==> src/rtl/dr_pkg.sv <==
package dr_pkg;
  typedef logic [1:0] dr_t;

  localparam dr_t DR_NULL  = 2'b00;
  localparam dr_t DR_TRUE  = 2'b01;
  localparam dr_t DR_FALSE = 2'b10;
  localparam dr_t DR_BAD   = 2'b11;

  typedef enum logic {OP_AND, OP_OR} th_op_e;

  function automatic logic dr_is_data(dr_t v);
    return (v == DR_TRUE) || (v == DR_FALSE);
  endfunction

  function automatic dr_t dr_from_bool(logic v);
    return v ? DR_TRUE : DR_FALSE;
  endfunction
endpackage

==> src/rtl/dr_inv.sv <==
module dr_inv
  import dr_pkg::*;
(
  input  dr_t x,
  output dr_t y
);
  // swapping the rails exchanges TRUE and FALSE; spacer and illegal map to themselves
  assign y = {x[0], x[1]};
endmodule

==> src/rtl/dr_th_gate.sv <==
module dr_th_gate
  import dr_pkg::*;
#(
  parameter th_op_e OP = OP_AND
) (
  input  logic clk,
  input  logic rst,
  input  dr_t  x0,
  input  dr_t  x1,
  output dr_t  y
);
  logic v0, v1, fn;
  logic both_data, both_null, any_bad;
  dr_t  y_q, y_d;

  assign v0 = (x0 == DR_TRUE);
  assign v1 = (x1 == DR_TRUE);

  generate
    if (OP == OP_AND) begin : g_and
      assign fn = v0 & v1;
    end else begin : g_or
      assign fn = v0 | v1;
    end
  endgenerate

  always_comb begin
    both_data = dr_is_data(x0) && dr_is_data(x1);
    both_null = (x0 == DR_NULL) && (x1 == DR_NULL);
    any_bad   = (x0 == DR_BAD) || (x1 == DR_BAD);
    y_d       = y_q;
    if (!any_bad) begin
      if (both_data)      y_d = dr_from_bool(fn);
      else if (both_null) y_d = DR_NULL;
    end
  end

  always_ff @(posedge clk) begin
    if (rst) y_q <= DR_NULL;
    else     y_q <= y_d;
  end

  assign y = y_q;


  property hold_on_mixed_p;
    @(posedge clk) disable iff (rst)
      (!both_data && !both_null) |=> $stable(y_q);
  endproperty
  hold_on_mixed_chk: assert property (hold_on_mixed_p);


  property leave_null_p;
    @(posedge clk) disable iff (rst)
      ((y_q != $past(y_q)) && ($past(y_q) == DR_NULL)) |-> $past(both_data);
  endproperty
  leave_null_chk: assert property (leave_null_p);


  property one_rail_p;
    @(posedge clk) disable iff (rst)
      ($countones(y_q ^ $past(y_q)) <= 1) && (y_q != DR_BAD);
  endproperty
  one_rail_chk: assert property (one_rail_p);
endmodule

==> src/rtl/dr_completion.sv <==
module dr_completion
  import dr_pkg::*;
#(
  parameter int NBITS = 4
) (
  input  logic [2*NBITS-1:0] word,
  output logic               all_data,
  output logic               all_null
);
  logic [NBITS-1:0] lane_data, lane_null;

  generate
    for (genvar i = 0; i < NBITS; i++) begin : g_lane
      assign lane_data[i] = dr_is_data(word[2*i+1 -: 2]);
      assign lane_null[i] = (word[2*i+1 -: 2] == DR_NULL);
    end
  endgenerate

  assign all_data = &lane_data;
  assign all_null = &lane_null;
endmodule

==> src/rtl/dr_gate_array.sv <==
module dr_gate_array
  import dr_pkg::*;
#(
  parameter int NBITS = 4
) (
  input  logic               clk,
  input  logic               rst,
  input  logic [2*NBITS-1:0] a_in,
  input  logic [2*NBITS-1:0] b_in,
  input  logic [2*NBITS-1:0] c_in,
  output logic [2*NBITS-1:0] y_out,
  output logic               data_done,
  output logic               null_done,
  output logic               ack,
  output logic               err
);
  localparam int WIDTH = 2 * NBITS;

  logic [WIDTH-1:0] y_w;
  logic [NBITS-1:0] lane_bad;
  logic             data_all, null_all;
  logic             ack_q, err_q;

  generate
    for (genvar i = 0; i < NBITS; i++) begin : g_lane
      dr_t and_y, c_inv, or_y;

      dr_th_gate #(.OP(OP_AND)) u_and (
        .clk(clk), .rst(rst),
        .x0(a_in[2*i+1 -: 2]), .x1(b_in[2*i+1 -: 2]), .y(and_y)
      );

      dr_inv u_inv (.x(c_in[2*i+1 -: 2]), .y(c_inv));

      dr_th_gate #(.OP(OP_OR)) u_or (
        .clk(clk), .rst(rst),
        .x0(and_y), .x1(c_inv), .y(or_y)
      );

      assign y_w[2*i+1 -: 2] = or_y;
      assign lane_bad[i] = (a_in[2*i+1 -: 2] == DR_BAD) ||
                           (b_in[2*i+1 -: 2] == DR_BAD) ||
                           (c_in[2*i+1 -: 2] == DR_BAD);
    end
  endgenerate

  dr_completion #(.NBITS(NBITS)) u_done (
    .word(y_w), .all_data(data_all), .all_null(null_all)
  );

  always_ff @(posedge clk) begin
    if (rst) begin
      ack_q <= 1'b0;
      err_q <= 1'b0;
    end else begin
      if (data_all)      ack_q <= 1'b1;
      else if (null_all) ack_q <= 1'b0;
      if (|lane_bad)     err_q <= 1'b1;
    end
  end

  assign y_out     = y_w;
  assign data_done = data_all;
  assign null_done = null_all;
  assign ack       = ack_q;
  assign err       = err_q;


  property ack_rise_p;
    @(posedge clk) disable iff (rst) $rose(ack_q) |-> $past(data_all);
  endproperty
  ack_rise_chk: assert property (ack_rise_p);


  property ack_fall_p;
    @(posedge clk) disable iff (rst) $fell(ack_q) |-> $past(null_all);
  endproperty
  ack_fall_chk: assert property (ack_fall_p);


  property err_sticky_p;
    @(posedge clk) disable iff (rst) err_q |=> err_q;
  endproperty
  err_sticky_chk: assert property (err_sticky_p);
endmodule

==> config.mk <==
export PLATFORM = sky130hd
export DESIGN_NAME = dr_gate_array
export DESIGN_NICKNAME = d
export VERILOG_FILES = /design/src/rtl/dr_pkg.sv /design/src/rtl/dr_inv.sv /design/src/rtl/dr_th_gate.sv /design/src/rtl/dr_completion.sv /design/src/rtl/dr_gate_array.sv
export SDC_FILE = /design/constraint.sdc
export NUM_CORES = 1
export LEC_CHECK = 0
export CAP_MARGIN = 20
export CORE_UTILIZATION = 25
export CTS_CLUSTER_DIAMETER = 200
export DETAILED_ROUTE_END_ITERATION = 12
export GPL_ROUTABILITY_DRIVEN = 1
export SETUP_SLACK_MARGIN = 0.15
export SKIP_LAST_GASP = 1
export SLEW_MARGIN = 15
export SYNTH_ARGS = -nofsm -noshare
export SYNTH_HDL_FRONTEND = slang
export SYNTH_HIERARCHICAL = 1
export SYNTH_SLANG_ARGS = --single-unit
export TNS_END_PERCENT = 30
==> constraint.sdc <==
create_clock -name clk -period 2.9 [get_ports clk]
set_clock_uncertainty 0.15 [all_clocks]
set_input_delay 0.29 -clock clk [delete_from_list [all_inputs] [get_ports clk]]
set_output_delay 0.29 -clock clk [all_outputs]
set_load 0.02 [all_outputs]
=== Word level (Yosys, flattened, before mapping) ===
Cells that the tools add are included.

* Register bits after elaboration: 18
* Output and inout port bits: 12
* Word-level logic and storage cells: 200

* Eq/ne operators: 60
* Multiplexer cells: 26
* Bitwise gates (word level): 16
* Reductions and logical operators: 88

{| class="wikitable"
|+ Operator list
! cell !! count
|-
| $eq A2 B2 Y1 const B || 40
|-
| $mux W2 || 24
|-
| $eq A2 B1 Y1 const B || 20
|-
| $logic_not A2 Y1 || 20
|-
| $logic_or A1 B1 Y1 || 32
|-
| $reduce_bool A2 Y1 || 9
|-
| $logic_and A1 B1 Y1 || 16
|-
| $reduce_and A2 Y1 || 8
|-
| $not A1 Y1 || 8
|-
| $reduce_and A4 Y1 || 2
|-
| $and A1 B1 Y1 || 4
|-
| $or A1 B1 Y1 || 4
|-
| $reduce_or A4 Y1 || 1
|-
| $mux W1 || 2
|}

=== Logic depth before layout (Yosys ltp) ===
Gate-level depths: netlist of run 1.

* Depth in word-level cells: 5
* Depth in mapped cells: 6
* Gate-level depth less buffers: 6

=== Hierarchy ===
The synthesis of run 1 kept the hierarchy.

{| class="wikitable"
|+ Modules (own cells, without submodules)
! module !! times used !! cells an instance !! area each (um2) !! sequential area each (um2)
|-
| dr_th_gate (g_lane[0].u_and ...) || 4 || 21 || 203.9 || 40.0
|-
| dr_th_gate (g_lane[0].u_or ...) || 4 || 20 || 201.4 || 40.0
|-
| dr_gate_array || 1 || 13 || 112.6 || 40.0
|-
| dr_completion || 1 || 14 || 97.6 || 0.0
|-
| dr_inv || 4 || 2 || 15.0 || 0.0
|}

=== Least setup slack after synthesis of run 1 ===
Ideal clock, no wire load.

* Path type: reg-to-output
* Start point: register g_lane[1].u_or.y_q[0]
* End point: output port data_done
* Data arrival time: 1079 ps
* Data required time: 2460 ps
* Path slack: 1381 ps
* Cell stages (with the launch flop): 4
* Cell sequence: dfxtp_1 > inv_1 > ha_1 > and4_1

* Word-level cells in the longest chain between the ends: 3
* Elaborated cells on any way between the ends: 4
* Classes of those cells: eq/ne: 2; reduce/logical: 2

{| class="wikitable"
|+ Ends and longest elaborated chain
! what !! line !! source
|-
| start: declaration || dr_th_gate.sv:14 || <nowiki>dr_t y_q, y_d;</nowiki>
|-
| start signal: assignment || dr_th_gate.sv:40 || <nowiki>else y_q <= y_d;</nowiki>
|-
| $eq A2 B1 Y1 or $eq A2 B2 Y1 (tied branches) || dr_pkg.sv:12 || <nowiki>return (v == DR_TRUE) || (v == DR_FALSE);</nowiki>
|-
| $logic_or A1 B1 Y1 * || dr_pkg.sv:12 ||
|-
| $reduce_and A4 Y1 * || dr_completion.sv:19 || <nowiki>assign all_data = &lane_data;</nowiki>
|-
| end: declaration || dr_gate_array.sv:12 || <nowiki>output logic data_done,</nowiki>
|}

Mark *: on every way between the ends. The rest lies on a longest branch, timed or not.

=== Worst setup path in the final report of run 1 ===
Same ends and word-level chain as after synthesis.

==> results.tsv, run 1 <==
stage	metric	value	unit
status	status	completed	
floorplan	die footprint	0.00792	sq mm
synth	area of the mapped netlist	0.00189	sq mm
timing	f_max	453	MHz
setup_path	Crit Reg-Reg Endpoint	g_lane[2].u_or/y[1]$_SDFFE_PP0P_	
clock_network	clk buf depth	2	
setup_path	Worst Setup Start Kind	flip-flop	
synth	#FFs+latches synth	18	
clock_network	CTS tree	yes	
synth	YS warnings	6	
setup_path	max incr delay on CP	0.60	ns
floorplan	Die H	89.0	um
finish	Core Util, Final	0.327	
floorplan	Starting Density	0.259	
setup_path	crit-path max FO	3	
synth	Cells after Synth	199	
setup_path	RR Startpoint	g_lane[2].u_and/y[0]$_SDFFE_PP0P_	
route	vias per inst	4.20	
finish	ant diodes	0	
floorplan	total I/O pin count	38	
power_and_ir_drop	Seq pwr share	0.390	
clock_network	# hold bufs at CTS	0	
clock_network	Clock H-tree levels	1	
clock_network	CTS Buf Count	3	
synth	synth unique cells	21	
floorplan	Core ar.	0.00729	sq mm
route	Vias	1390	
setup_path	CP Class	reg2out	
clock_network	Root Driver	clkbuf_8	
synth	area leader, netlist	ha_1	
synth	Syn Area/Cell	9.51	sq um
timing	# setup viols final	0	
timing	Worst Tran Pin Value	0.773	ns
run	max-cap violations	0	
route	ANT nets after route	0	
setup_path	Slowest cell on crit path	clkdlybuf4s50_1	
setup_path	Critical Path Sink Type	output pin	
synth	largest cells by area after synthesis	ha_1, dfxtp_1, nand4bb_4	
setup_path	Worst setup startpoint	g_lane[1].u_or/y[0]$_SDFFE_PP0P_	
placement	Buffers on Ports	37	
worst_hold_path	min-delay worst type	reg2reg	
route	final wirelength	3570	um
power_and_ir_drop	static leakage	0.000991	uW
power_and_ir_drop	Int Power	488	uW
placement	HPWL after DPL	3050	um
timing	Tmin final	2.21	ns
clock_network	post-CTS setup buffer count	0	
timing	RSZ-0062 raised after global routing	false	
timing	Final Hold Viols	0	
timing	crit share post-route	0.761	
timing	TNS Setup	0	ns
power_and_ir_drop	Comb power frac	0.303	
power_and_ir_drop	Sw Pwr	197	uW
setup_path	critical path data required time	2.46	ns
clock_network	clock sink count	18	
timing	Max Slew Vio Count	0	
clock_network	PostCTS Resize Cnt	0	
finish	share of layout cells above drive strength 1	0.0517	
route	Initial DRC Count	37	
setup_path	reg2reg setup slack	1.29	ns
synth	share of the synthesized area in the top cell type	0.344	
power_and_ir_drop	sw frac	0.288	
global_routing	initial antenna violation count	0	
global_routing	global-route wire length before repair	6200	um
floorplan	row count	31	
global_routing	Overflow after GRT	0	
synth	Syn Nets	277	
route	DRC	0	
finish	area grow syn2layout	25.9	%
global_routing	largest net degree at the start of global routing	19	
setup_path	Setup crit end	data_done	
clock_network	Clk Latency, worst-skew pair	0.25	ns
setup_path	crit path DAT	1.77	ns
power_and_ir_drop	clock network fraction of total power	0.307	
floorplan	chip width	89.0	um
timing	slew margin rel.	0.483	
finish	Final #Nets	311	
setup_path	Worst R2R Path Depth	5	
global_routing	number of global-route vias before repair	1380	
synth	register area share after synthesis	0.190	
route	WL per Instance	10.8	um
setup_path	Critical Path, Cell by Cell	inv_1 -> ha_1 -> and4_1 -> clkdlybuf4s50_1	
route	Pre-Repair DR Iteration Count	4	
placement	Final GP Congestion	0.695	
global_routing	all-layer global routing usage	0.101	
power_and_ir_drop	Worst VDD drop	148	uV
clock_network	clock slew at reported path FFs	0.07	ns
power_and_ir_drop	Power Density	287	mW/mm^2
## cell families after synthesis
| kind of cell | count (synthesis) | synth area share |
|---|---|---|
| AND/OR/NAND/NOR | 56 | 0.269 |
| buffers and inverters | 49 | 0.113 |
| adder cells (fa/ha/maj) | 52 | 0.344 |
| AO/OA/AOI/OAI | 24 | 0.0840 |
| flip-flops | 18 | 0.190 |
## flip-flops by register name, indices dropped and copies added (netlist names)
register and flops:
err 1, g_lane.u_or/y 8, ack 1, g_lane.u_and/y 8
## per-layer routing
| metal | global-route usage | vias to the layer above | part of all wire |
|---|---|---|---|
| met2 | 0.174 | 34 | 0.46 |
| met4 | 0.0173 | 0 | 0.0064 |
| met1 | 0.129 | 620 | 0.49 |
| met5 | 0 | - | 0 |
| li1 | - | 734 | - |
| met3 | 0.0249 | 2 | 0.046 |
## worst max-delay path, delay by kind of cell (launching register included)
family | cells | cell delay [ns]
simple gates | 1 | 0.21
flops | 1 | 0.38
buf+inv | 2 | 0.66
fa+ha+maj | 1 | 0.26
## worst min path at each step
stage,slack (ns),from,endpoint,cells after the start
global placement,0.32,ack$_SDFFE_PP0P_,ack$_SDFFE_PP0P_,2
finish,0.34,ack$_SDFFE_PP0P_,ack$_SDFFE_PP0P_,2
floorplan,0.21,rst,g_lane[0].u_and/y[0]$_SDFFE_PP0P_,1
detailed placement,0.33,ack$_SDFFE_PP0P_,ack$_SDFFE_PP0P_,2
global route,0.36,g_lane[0].u_and/y[1]$_SDFFE_PP0P_,g_lane[0].u_and/y[1]$_SDFFE_PP0P_,2
CTS,0.34,g_lane[0].u_and/y[1]$_SDFFE_PP0P_,g_lane[0].u_and/y[1]$_SDFFE_PP0P_,2
## power by group through the flow
| stage | Sequential (uW) | Combinational (uW) | Clock (uW) |
|---|---|---|---|
| after global placement | 273 | 206 | 0 |
| final | 267 | 207 | 210 |
| after detailed placement | 273 | 211 | 0 |
| after global routing | 269 | 233 | 231 |
| after CTS | 267 | 212 | 221 |
| after floorplan | 277 | 124 | 0 |
## area by class of cell
type | instances | area [sq um]
well taps | 99 | 124
repair buffers | 37 | 370
multi-input cells | 132 | 1320
fillers | 779 | 4910
inverters | 41 | 154
clock buffers | 4 | 55.1
flip-flops and latches | 18 | 360
## cell usage after synthesis
library cell / number
inv_1: 41
a222oi_1: 1
a31oi_1: 1
or3_1: 4
nor3_1: 4
nand2_1: 12
a22oi_1: 2
and3_1: 1
dfxtp_1: 18
a21oi_1: 10
or2_0: 4
nor2_1: 5
nand4bb_4: 8
nand3_1: 8
a211oi_1: 8
a221oi_1: 1
ha_1: 52
and4_1: 2
nand4bb_1: 8
buf_4: 8
a22o_1: 1
## per-stage QoR
stage                     setup slack (ns)  std cells  power (uW)  cell area [sq um]  hold slack, ns
after CTS                            0.660        331         700               2380           0.342
after global routing                 0.568        331         732               2380           0.359
after floorplan                       1.38        199         401               1890           0.209
after detailed placement             0.877        327         484               2330           0.330
final                                0.694        331         684               2380           0.339
after global placement               0.898        327         479               2330           0.318
## cell usage in the layout (no fill, tap or decap)
cell type | Yosys | routed
a211oi_1 | 8 | 8
a21oi_1 | 10 | 10
a221oi_1 | 1 | 1
a222oi_1 | 1 | 1
a22o_1 | 1 | 1
a22oi_1 | 2 | 2
a31oi_1 | 1 | 1
and3_1 | 1 | 1
and4_1 | 2 | 2
clkbuf_8 | 0 | 4
clkdlybuf4s50_1 | 0 | 37
dfxtp_1 | 18 | 18
ha_1 | 52 | 52
inv_1 | 41 | 41
nand2_1 | 12 | 12
nand3_1 | 8 | 8
nand4bb_1 | 8 | 8
nand4bb_4 | 8 | 8
nor2_1 | 5 | 5
nor3_1 | 4 | 4
or2_0 | 4 | 4
or3_1 | 4 | 4
Note: power is estimated with default switching activity, not from simulation.
==> inputs of run 2 (changes only) <==
Clock period 2.9 ns to 2.1 ns, I/O delays scaled along.
==> run 2 against run 1 <==
  * Clock-buffer cell count unchanged
  * Final area increased by 1.3%
  * Sequential power increased by 38%
  * Worst setup slack got worse by 0.45 ns
  * Register-to-register slack got worse by 0.78 ns
  * Largest cell class unchanged
==> results.tsv, run 2 (same netlist as run 1, synthesis figures left out) <==
stage	metric	value	unit
timing	crit share post-route	0.886	
finish	filler cell count	783	
setup_path	crit path DAT	1.50	ns
clock_network	CTS Buf Count	3	
timing	Final Hold Viols	0	
run	max-cap violations	0	
clock_network	Root Driver	clkbuf_8	
power_and_ir_drop	Power Density	394	mW/mm^2
setup_path	Worst Setup Start Kind	flip-flop	
global_routing	initial antenna violation count	0	
global_routing	largest net degree at the start of global routing	19	
power_and_ir_drop	Worst VDD drop	260	uV
placement	Final GP Congestion	0.682	
timing	slew margin rel.	0.771	
route	final wirelength	3580	um
timing	# setup viols final	0	
clock_network	Clock H-tree levels	1	
finish	Multi-input gate area	0.00132	sq mm
placement	Buffers on Ports	37	
setup_path	crit-path max FO	3	
finish	most frequent cells in the layout	ha_1, inv_1, clkdlybuf4s50_1	
global_routing	all-layer global routing usage	0.103	
power_and_ir_drop	Power, Total	950	uW
floorplan	Die H	89.0	um
route	Vias	1394	
clock_network	CTS tree	yes	
setup_path	critical path data required time	1.74	ns
global_routing	global-route wire length before repair	6280	um
clock_network	clock sink count	18	
finish	Finished Layout Cells	335	
timing	Tmin final	1.86	ns
timing	RSZ-0062 raised after global routing	false	
clock_network	clock slew at reported path FFs	0.07	ns
finish	most common cell after layout, fill and taps aside	ha_1	
setup_path	CP Class	reg2out	
floorplan	row count	31	
status	status	completed	
power_and_ir_drop	static leakage	0.00102	uW
finish	post-route cell area	0.00241	sq mm
finish	ant diodes	0	
setup_path	Critical Path, Cell by Cell	inv_1 -> ha_1 -> and4_1 -> dlygate4sd2_1	
floorplan	Starting Density	0.259	
global_routing	Overflow after GRT	0	
clock_network	Clk Latency, worst-skew pair	0.26	ns
route	DRC	0	
global_routing	number of global-route vias before repair	1378	
worst_hold_path	min-delay worst type	reg2reg	
timing	Max Slew Vio Count	0	
floorplan	Core ar.	0.00729	sq mm
route	Initial DRC Count	16	
setup_path	Critical Path Sink Type	output pin	
finish	area grow syn2layout	27.5	%
floorplan	total I/O pin count	38	
floorplan	die footprint	0.00792	sq mm
timing	f_max	537	MHz
route	WL per Instance	10.7	um
route	Pre-Repair DR Iteration Count	4	
setup_path	max incr delay on CP	0.37	ns
placement	HPWL after DPL	3070	um
finish	Reg area	360	sq um
placement	Post-DP Area	0.00236	sq mm
clock_network	post-CTS setup buffer count	0	
floorplan	chip width	89.0	um
timing	worst hold slack	0.338	ns
finish	share of layout cells above drive strength 1	0.0678	
route	vias per inst	4.16	
placement	DP Cell Count	331	
finish	Final #Nets	315	
setup_path	Slowest cell on crit path	dfxtp_1	
route	ANT nets after route	0	
clock_network	clk buf depth	2	
timing	TNS Setup	0	ns
timing	Worst Tran Pin Value	0.343	ns
[run 2: changes by cell type in the layout (fill, tap and decap cells not counted)]
| cell | change |
|---|---|
| clkdlybuf4s50_1 | -2 |
| dlymetal6s2s_1 | +1 |
| buf_4 | +4 |
| dlygate4sd2_1 | +1 |
[run 2: final timing paths]
check,startpoint,endpoint,slack (ns),depth (start not counted)
hold reg to reg,g_lane[3].u_or/y[0]$_SDFFE_PP0P_,g_lane[3].u_or/y[0]$_SDFFE_PP0P_,0.34,2
setup / recovery,g_lane[1].u_or/y[0]$_SDFFE_PP0P_,data_done,0.24,4
hold / removal,g_lane[3].u_or/y[0]$_SDFFE_PP0P_,g_lane[3].u_or/y[0]$_SDFFE_PP0P_,0.34,2
setup reg to reg,g_lane[2].u_and/y[1]$_SDFFE_PP0P_,g_lane[2].u_or/y[1]$_SDFFE_PP0P_,0.51,5
[run 2: metrics by stage]
step	setup slack, ns	util
2_1_floorplan	0.617	-
3_3_place_gp	0.189	0.323
3_5_place_dp	0.160	0.323
4_1_cts	0.122	0.330
5_1_grt	0.161	0.331
6_report	0.239	0.331
[run 2: cell type report]
cell class	instances	share of cell area
inverters	41	0.0638
clock buffers	4	0.0228
flip-flops and latches	18	0.149
well taps	99	0.0513
multi-input cells	132	0.546
repair buffers	41	0.166
[run 2: report_power, final]
part	internal, uW	switching [uW]	leakage (uW)	total, uW
logic	154	139	0.000846	292
registers	356	11.7	0.000146	368
clock network	167	124	0.0000288	290
[run 2: timing repair]
item	4_1_cts	5_1_grt
pin swaps	0	0
hold buffers	0	0
gates resized for setup	1	1
setup endpoints to repair	2	1
[run 2: per-layer routing]
metal / global-route usage / routed length [um]
met5: 0 / 0
met4: 0.0216 / 23
met3: 0.0249 / 179
met2: 0.181 / 1620
met1: 0.128 / 1760
[run 2: worst max-delay path: cells and delay by family (launching register included)]
| family | cells | cell delay [ns] |
|---|---|---|
| buffers and inverters | 2 | 0.39 |
| flip-flops | 1 | 0.37 |
| adder cells (fa/ha/maj) | 1 | 0.26 |
| AND/OR/NAND/NOR | 1 | 0.23 |
